$ cat src/rtl/pwm_timer_pkg.sv
package pwm_timer_pkg;

    // register select codes
    localparam logic [1:0] SEL_CTRL  = 2'd0;
    localparam logic [1:0] SEL_START = 2'd1;
    localparam logic [1:0] SEL_CMP   = 2'd2;

    // control word bit positions
    localparam int CTRL_RUN_BIT    = 0;
    localparam int CTRL_RESTART_BIT = 1;

endpackage

$ cat src/rtl/pwm_reg_bank.sv
module pwm_reg_bank
    import pwm_timer_pkg::*;
#(
    parameter int WIDTH = 32
) (
    input  logic             clk,
    input  logic             rst_n,
    input  logic             wr_en,
    input  logic [1:0]       wr_addr,
    input  logic [WIDTH-1:0] wr_data,
    input  logic             halt_i,
    output logic             run_o,
    output logic             restart_o,
    output logic             start_o,
    output logic [WIDTH-1:0] start_val_o,
    output logic [WIDTH-1:0] cmp_val_o
);

    typedef struct packed {
        logic             run;
        logic             restart;
        logic [WIDTH-1:0] start_val;
        logic [WIDTH-1:0] cmp_val;
    } regs_t;

    regs_t regs_d, regs_q;
    logic  start_d;

    always_comb begin
        regs_d  = regs_q;
        start_d = 1'b0;
        if (halt_i) begin
            regs_d.run = 1'b0;
        end
        if (wr_en) begin
            case (wr_addr)
                SEL_CTRL: begin
                    start_d        = wr_data[CTRL_RUN_BIT] && !regs_d.run;
                    regs_d.run     = wr_data[CTRL_RUN_BIT];
                    regs_d.restart = wr_data[CTRL_RESTART_BIT];
                end
                SEL_START: regs_d.start_val = wr_data;
                SEL_CMP:   regs_d.cmp_val   = wr_data;
                default:   ;
            endcase
        end
    end

    always_ff @(posedge clk or negedge rst_n) begin
        if (!rst_n) begin
            regs_q <= '0;
        end else begin
            regs_q <= regs_d;
        end
    end

    assign run_o       = regs_q.run;
    assign restart_o   = regs_q.restart;
    assign start_o     = start_d;
    assign start_val_o = regs_q.start_val;
    assign cmp_val_o   = regs_q.cmp_val;

    // a halt with no concurrent control write leaves the timer stopped
    a_r11_halt_clears_run: assert property (@(posedge clk) disable iff (!rst_n)
        (halt_i && !(wr_en && wr_addr == SEL_CTRL)) |=> !run_o);

    // the unused select code leaves every register unchanged
    a_r2_spare_code_ignored: assert property (@(posedge clk) disable iff (!rst_n)
        (wr_en && wr_addr == 2'd3 && !halt_i) |=>
            ($stable(start_val_o) && $stable(cmp_val_o) && $stable(run_o) && $stable(restart_o)));

endmodule

$ cat src/rtl/pwm_count_core.sv
module pwm_count_core #(
    parameter int WIDTH = 32
) (
    input  logic             clk,
    input  logic             rst_n,
    input  logic             run_i,
    input  logic             restart_i,
    input  logic             start_i,
    input  logic [WIDTH-1:0] start_val_i,
    output logic [WIDTH-1:0] cnt_o,
    output logic [WIDTH-1:0] cnt_next_o,
    output logic             wrap_o,
    output logic             step_o,
    output logic             halt_o
);

    localparam logic [WIDTH-1:0] CNT_TOP = '1;

    typedef struct packed {
        logic [WIDTH-1:0] cnt;
    } core_t;

    core_t core_d, core_q;
    logic  at_top, advance, wrap, step, halt;

    always_comb begin
        at_top  = (core_q.cnt == CNT_TOP);
        halt    = run_i && !restart_i && at_top;
        advance = run_i && !halt && !start_i;
        wrap    = advance && at_top;
        step    = advance && !at_top;

        core_d = core_q;
        if (start_i || wrap) begin
            core_d.cnt = start_val_i;
        end else if (step) begin
            core_d.cnt = core_q.cnt + 1'b1;
        end
    end

    always_ff @(posedge clk or negedge rst_n) begin
        if (!rst_n) begin
            core_q <= '0;
        end else begin
            core_q <= core_d;
        end
    end

    assign cnt_o      = core_q.cnt;
    assign cnt_next_o = core_d.cnt;
    assign wrap_o     = wrap;
    assign step_o     = step;
    assign halt_o     = halt;

    a_r3_start_loads: assert property (@(posedge clk) disable iff (!rst_n)
        start_i |=> (cnt_o == $past(start_val_i)));

    a_r4_counts_up: assert property (@(posedge clk) disable iff (!rst_n)
        (run_i && !start_i && cnt_o != CNT_TOP) |=> (cnt_o == $past(cnt_o) + 1'b1));

    a_r4_frozen: assert property (@(posedge clk) disable iff (!rst_n)
        (!run_i && !start_i) |=> $stable(cnt_o));

    a_r5_wrap_reload: assert property (@(posedge clk) disable iff (!rst_n)
        (run_i && restart_i && !start_i && cnt_o == CNT_TOP) |=> (cnt_o == $past(start_val_i)));

    a_r11_holds_top: assert property (@(posedge clk) disable iff (!rst_n)
        (halt_o && !start_i) |=> (cnt_o == CNT_TOP));

endmodule

$ cat src/rtl/pwm_out_stage.sv
module pwm_out_stage #(
    parameter int WIDTH = 32
) (
    input  logic             clk,
    input  logic             rst_n,
    input  logic             start_i,
    input  logic             wrap_i,
    input  logic             step_i,
    input  logic [WIDTH-1:0] cnt_next_i,
    input  logic [WIDTH-1:0] cmp_val_i,
    output logic             pwm_o
);

    typedef struct packed {
        logic level;
    } out_t;

    out_t out_d, out_q;

    always_comb begin
        out_d = out_q;
        if (start_i) begin
            out_d.level = 1'b0;
        end else if (wrap_i) begin
            out_d.level = 1'b1;          // wrap wins over a coincident compare hit
        end else if (step_i && cnt_next_i == cmp_val_i) begin
            out_d.level = 1'b0;
        end
    end

    always_ff @(posedge clk or negedge rst_n) begin
        if (!rst_n) begin
            out_q <= '0;
        end else begin
            out_q <= out_d;
        end
    end

    assign pwm_o = out_q.level;

    a_r5_rise_on_wrap: assert property (@(posedge clk) disable iff (!rst_n)
        (wrap_i && !start_i) |=> pwm_o);

    a_r3_low_on_start: assert property (@(posedge clk) disable iff (!rst_n)
        start_i |=> !pwm_o);

    a_r6_fall_on_hit: assert property (@(posedge clk) disable iff (!rst_n)
        (step_i && !start_i && cnt_next_i == cmp_val_i) |=> !pwm_o);

    a_r4_level_held: assert property (@(posedge clk) disable iff (!rst_n)
        (!start_i && !wrap_i && !step_i) |=> $stable(pwm_o));

endmodule

$ cat src/rtl/pwm_reload_timer.sv
module pwm_reload_timer #(
    parameter int WIDTH = 32
) (
    input  logic             clk,
    input  logic             rst_n,
    input  logic             wr_en,
    input  logic [1:0]       wr_addr,
    input  logic [WIDTH-1:0] wr_data,
    output logic [WIDTH-1:0] count_o,
    output logic             pwm_o
);

    logic             run, restart, start, halt, wrap, step;
    logic [WIDTH-1:0] start_val, cmp_val, cnt_next;

    pwm_reg_bank #(.WIDTH(WIDTH)) regs_i (
        .clk         (clk),
        .rst_n       (rst_n),
        .wr_en       (wr_en),
        .wr_addr     (wr_addr),
        .wr_data     (wr_data),
        .halt_i      (halt),
        .run_o       (run),
        .restart_o   (restart),
        .start_o     (start),
        .start_val_o (start_val),
        .cmp_val_o   (cmp_val)
    );

    pwm_count_core #(.WIDTH(WIDTH)) core_i (
        .clk         (clk),
        .rst_n       (rst_n),
        .run_i       (run),
        .restart_i   (restart),
        .start_i     (start),
        .start_val_i (start_val),
        .cnt_o       (count_o),
        .cnt_next_o  (cnt_next),
        .wrap_o      (wrap),
        .step_o      (step),
        .halt_o      (halt)
    );

    pwm_out_stage #(.WIDTH(WIDTH)) out_i (
        .clk        (clk),
        .rst_n      (rst_n),
        .start_i    (start),
        .wrap_i     (wrap),
        .step_i     (step),
        .cnt_next_i (cnt_next),
        .cmp_val_i  (cmp_val),
        .pwm_o      (pwm_o)
    );

    // a start-value write alone never moves a running count off its step
    a_r7_start_write_quiet: assert property (@(posedge clk) disable iff (!rst_n)
        (wr_en && wr_addr == 2'd1 && run && !halt && count_o != '1) |=>
            (count_o == $past(count_o) + 1'b1));

    // equal start and compare values keep the output high after a wrap
    a_r12_wrap_precedence: assert property (@(posedge clk) disable iff (!rst_n)
        (pwm_o && run && restart && cmp_val == start_val && !start && !wr_en) |=> pwm_o);

endmodule

$ cat config.mk
export PLATFORM = sky130hd
export DESIGN_NAME = pwm_reload_timer
export DESIGN_NICKNAME = d
export VERILOG_FILES = /design/src/rtl/pwm_timer_pkg.sv /design/src/rtl/pwm_reg_bank.sv /design/src/rtl/pwm_count_core.sv /design/src/rtl/pwm_out_stage.sv /design/src/rtl/pwm_reload_timer.sv
export SDC_FILE = /design/constraint.sdc
export NUM_CORES = 1
export LEC_CHECK = 0
export ABC_AREA = 1
export BUFFER_PORTS_ARGS = -buffer_cell sky130_fd_sc_hd__buf_2
export CAP_MARGIN = 20
export CORE_ASPECT_RATIO = 0.8
export CORE_UTILIZATION = 48
export DETAILED_ROUTE_END_ITERATION = 16
export PLACE_DENSITY = 0.7
export SLEW_MARGIN = 10
export SYNTH_ARGS = -nofsm -noshare
export SYNTH_HDL_FRONTEND = slang
export SYNTH_SLANG_ARGS = --single-unit
$ cat constraint.sdc
create_clock -name clk -period 2.2 [get_ports clk]
set_input_delay 0.33 -clock clk [delete_from_list [all_inputs] [get_ports clk]]
set_output_delay 0.33 -clock clk [all_outputs]
set_load 0.02 [all_outputs]
==> impl_metrics.env <==
export IMPL_outcome="finished, violations left"
export IMPL_violations="design-rule violations, negative setup slack"
export IMPL_core_um2=11700
export IMPL_grt_pass1_wl_um=26800
export IMPL_critPathBufInv=3
export IMPL_timing_hold_ws_ns=0.00798
export IMPL_powerDensity_nw_per_um2=1220
export IMPL_ant_nets=0
export IMPL_max_freq_ghz=0.397
export IMPL_critPathMaxStageDelay_ns=0.39
export IMPL_yosysUniqueCellTypes=30
export IMPL_via_count=5965
export IMPL_grt_pass1_vias=5565
export IMPL_seq_area_um2=2480
export IMPL_clock_skew_ns=0.00918
export IMPL_cts_sinks=99
export IMPL_post_drt_wl_per_cell_um=13.8
export IMPL_maxSlewViolCount=0
export IMPL_initial_utilization_pct=50.1
export IMPL_synth_nets=892
export IMPL_arrival_ns=2.77
export IMPL_final_area_um2=7830
export IMPL_io_pins=70
export IMPL_synth_area_leader_cell="dfrtp_1"
export IMPL_drc=3
export IMPL_endpoint_kind="flip-flop"
export IMPL_io_buffers=69
export IMPL_htreeDepth=3
export IMPL_ys_ff_latch=99
export IMPL_die_w_um=125
export IMPL_grt_max_degree=100
export IMPL_synth_simple_area_share_pct=37.6
export IMPL_cts_path_max_buffers=2
export IMPL_rsz0062_at_grt="yes"
export IMPL_drtIter0Drc=413
export IMPL_worst_pin_slew_ns=0.566
export IMPL_hold_viol_final=0
export IMPL_period_share_pct=114
export IMPL_setup_viol=1
export IMPL_syn_avg_cell_area_um2=6.86
export IMPL_syn_area_um2=5850
export IMPL_synthToLayoutAreaGrowth_pct=33.7
export IMPL_tns_ns=-0.318
export IMPL_place_area_um2=7200
export IMPL_multiInputGateArea_um2=2910
export IMPL_critical_path_class="flip-flop to flip-flop"
export IMPL_worstPathRequired_ns=2.45
export IMPL_root_buffer="clkbuf_16"
export IMPL_cts_tree="built"
export IMPL_critPathMostFrequentCell="nand2_1"
export IMPL_period_minus_slack_ns=2.52
export IMPL_overflow=0
export IMPL_viasPerCell=4.98
export IMPL_startpoint_type="flip-flop"
export IMPL_hp_class="input port to asynchronous set/reset pin"
export IMPL_antennaDiodeCount=0
export IMPL_netlist_instances=854
export IMPL_worstPathCellList="buf_4 -> inv_1 -> nor2_1 -> nand2_2 -> inv_2 -> and3_1 -> nand3_1 -> nor2_1 -> nor2_2 -> nand2_1 -> nand2_1 -> nand2_1 -> nand2_1 -> nor2_2 -> nand2_2 -> nor2_2 -> nand2_1 -> nand2_1 -> nand2_1"
export IMPL_postCtsHoldBufs=0
export IMPL_p_leak_nw=4.33
export IMPL_crit_family="simple AND/OR/NAND/NOR gates"
export IMPL_slowest_stage="dfrtp_2"
export IMPL_yosysSeqAreaShare_pct=42.3
export IMPL_clk_latency_ns=0.36
export IMPL_synth_area_leaders="dfrtp_1, nand2_1, inv_1"
export IMPL_synth_most_common_cell="nand2_1"
export IMPL_path_depth=19
export IMPL_synth_edff_count=0
export IMPL_max_cap_violations=0
export IMPL_first_pass_iters=11
export IMPL_die_h_um=101
export IMPL_dieArea_um2=12600
export IMPL_path_clk_slew_ns=0.07
export IMPL_fp_row_count=35
export IMPL_synth_mux_area_share_pct=0
export IMPL_synth_compound_area_share_pct=7.16
export IMPL_synth_top_family_by_area="simple AND/OR/NAND/NOR gates"
export IMPL_yosysTopAreaCellShare_pct=42.3
export IMPL_synthXorXnorAreaFrac_pct=2.54
export IMPL_dpl_hpwl_um=12000
export IMPL_startpoint="core_i.cnt_o[0]"
export IMPL_synth_warnings=0
export IMPL_slew_headroom_pct=62.3
export IMPL_cp_max_fo=4
export IMPL_antenna_found_initial=0
export IMPL_routed_wl_um=16600
export IMPL_synth_adder_area_share_pct=0.214
export IMPL_synthTopCellsByCount="nand2_1, inv_1, dfrtp_1, o21ai_0, nor2_1"
export IMPL_async_flop_share_pct=100
export IMPL_gp_congestion=0.896
export IMPL_regToRegStartpoint="core_i.cnt_o[0]"
export IMPL_nFillCells=1005
export IMPL_synth_ff_type="dfrtp_1"
export IMPL_drive_above_1_share_pct=27.0
export IMPL_reg2reg_depth=19
export IMPL_max_vdd_ir_drop_v=0.000500
export IMPL_grt_use_total_pct=27.2
export IMPL_num_nets_final=1083
export IMPL_setup_ws_ns=-0.318
export IMPL_cts_made_buffers=9
==> kinds of logic (layout without fill, tap and decap cells) <==
kind of cell / Yosys count / after routing
adders and majority gates: 1 / 1
xor gates and xnor gates: 17 / 17
AOI/OAI and AO/OA: 78 / 78
and+or+nand+nor: 513 / 514
DFF: 99 / 99
buffers and inverters: 146 / 341
==> metal layers <==
metal  global-route usage (%)  wire [µm]  vias up  part of all wire, %
li1                         -          -     2989                    -
met5                        0          0        -                    0
met1                     38.4       7780     2760                   47
met4                     7.60        229        0                  1.4
met2                     43.7       7460      198                   45
met3                     4.09       1130       18                  6.8
==> layout by cell type (no fill, tap or decap), drive strengths merged <==
cell      Yosys  routed
nand3b       17      17
o21ai        74      74
o211ai        3       3
or2          20      20
nand3        49      49
bufinv        0       1
ha            1       1
nand2       349     350
nand4         4       4
xor2         13      13
a21oi         1       1
inv         122     124
nor2         73      73
clkinv        0       3
and3          1       1
clkbuf       12       9
xnor2         4       4
buf          12     203
dfrtp        99      99
clkinvlp      0       1
==> final timing paths <==
check	end	slack, ns
min in group clk	regs_i.restart_o	0.21
min reg2reg	regs_i.start_val_o[5]	0.49
min	regs_i.start_val_o[8]	0.008
max	out_i.pwm_o	-0.32
max reg2reg	out_i.pwm_o	-0.32
max in group asynchronous	core_i.cnt_o[13]	1.72
==> state kept, by name (all words and copies together) (netlist names) <==
name,count
core_i.cnt_o,32
regs_i.cmp_val_o,32
regs_i.start_val_o,32
out_i.pwm_o,1
regs_i.restart_o,1
regs_i.run_o,1
==> timing repair <==
item                                    CTS  global route
gates cloned                              1             1
pin swaps                                 8            24
hold endpoints to repair                  0             0
endpoints found under the setup margin    1             1
resized for setup                        12            30
buffers inserted                          5            14
==> report_power, final <==
| group | leakage, nW | total [mW] | switching (mW) | internal [mW] |
|---|---|---|---|---|
| Clock | 0.151 | 1.66 | 0.754 | 0.906 |
| Combinational | 2.99 | 5.27 | 2.99 | 2.28 |
| Sequential | 1.19 | 2.64 | 0.328 | 2.31 |
| Total | 4.33 | 9.57 | 4.07 | 5.50 |
==> stage by stage <==
| step | util, % | worst slack (ns) | std cells | power [mW] |
|---|---|---|---|---|
| 2_1_floorplan | - | -0.102 | 854 | 5.25 |
| 3_3_place_gp | 61.6 | -0.371 | 1162 | 7.44 |
| 3_5_place_dp | 61.6 | -0.372 | 1162 | 7.50 |
| 4_1_cts | 65.1 | -0.216 | 1184 | 9.29 |
| 5_1_grt | 66.9 | -0.520 | 1198 | 10.2 |
| 6_report | 66.9 | -0.318 | 1198 | 9.57 |
==> final cells by class <==
type,instances,share of cell area (%)
Multi-Input combinational cell,610,37.1
Sequential cell,99,31.7
Timing Repair Buffer,203,18.9
Inverter,122,5.96
Clock buffer,9,2.88
Tap cell,148,2.37
Clock inverter,7,1.09
No activity file was read; power rests on OpenSTA's default activity.
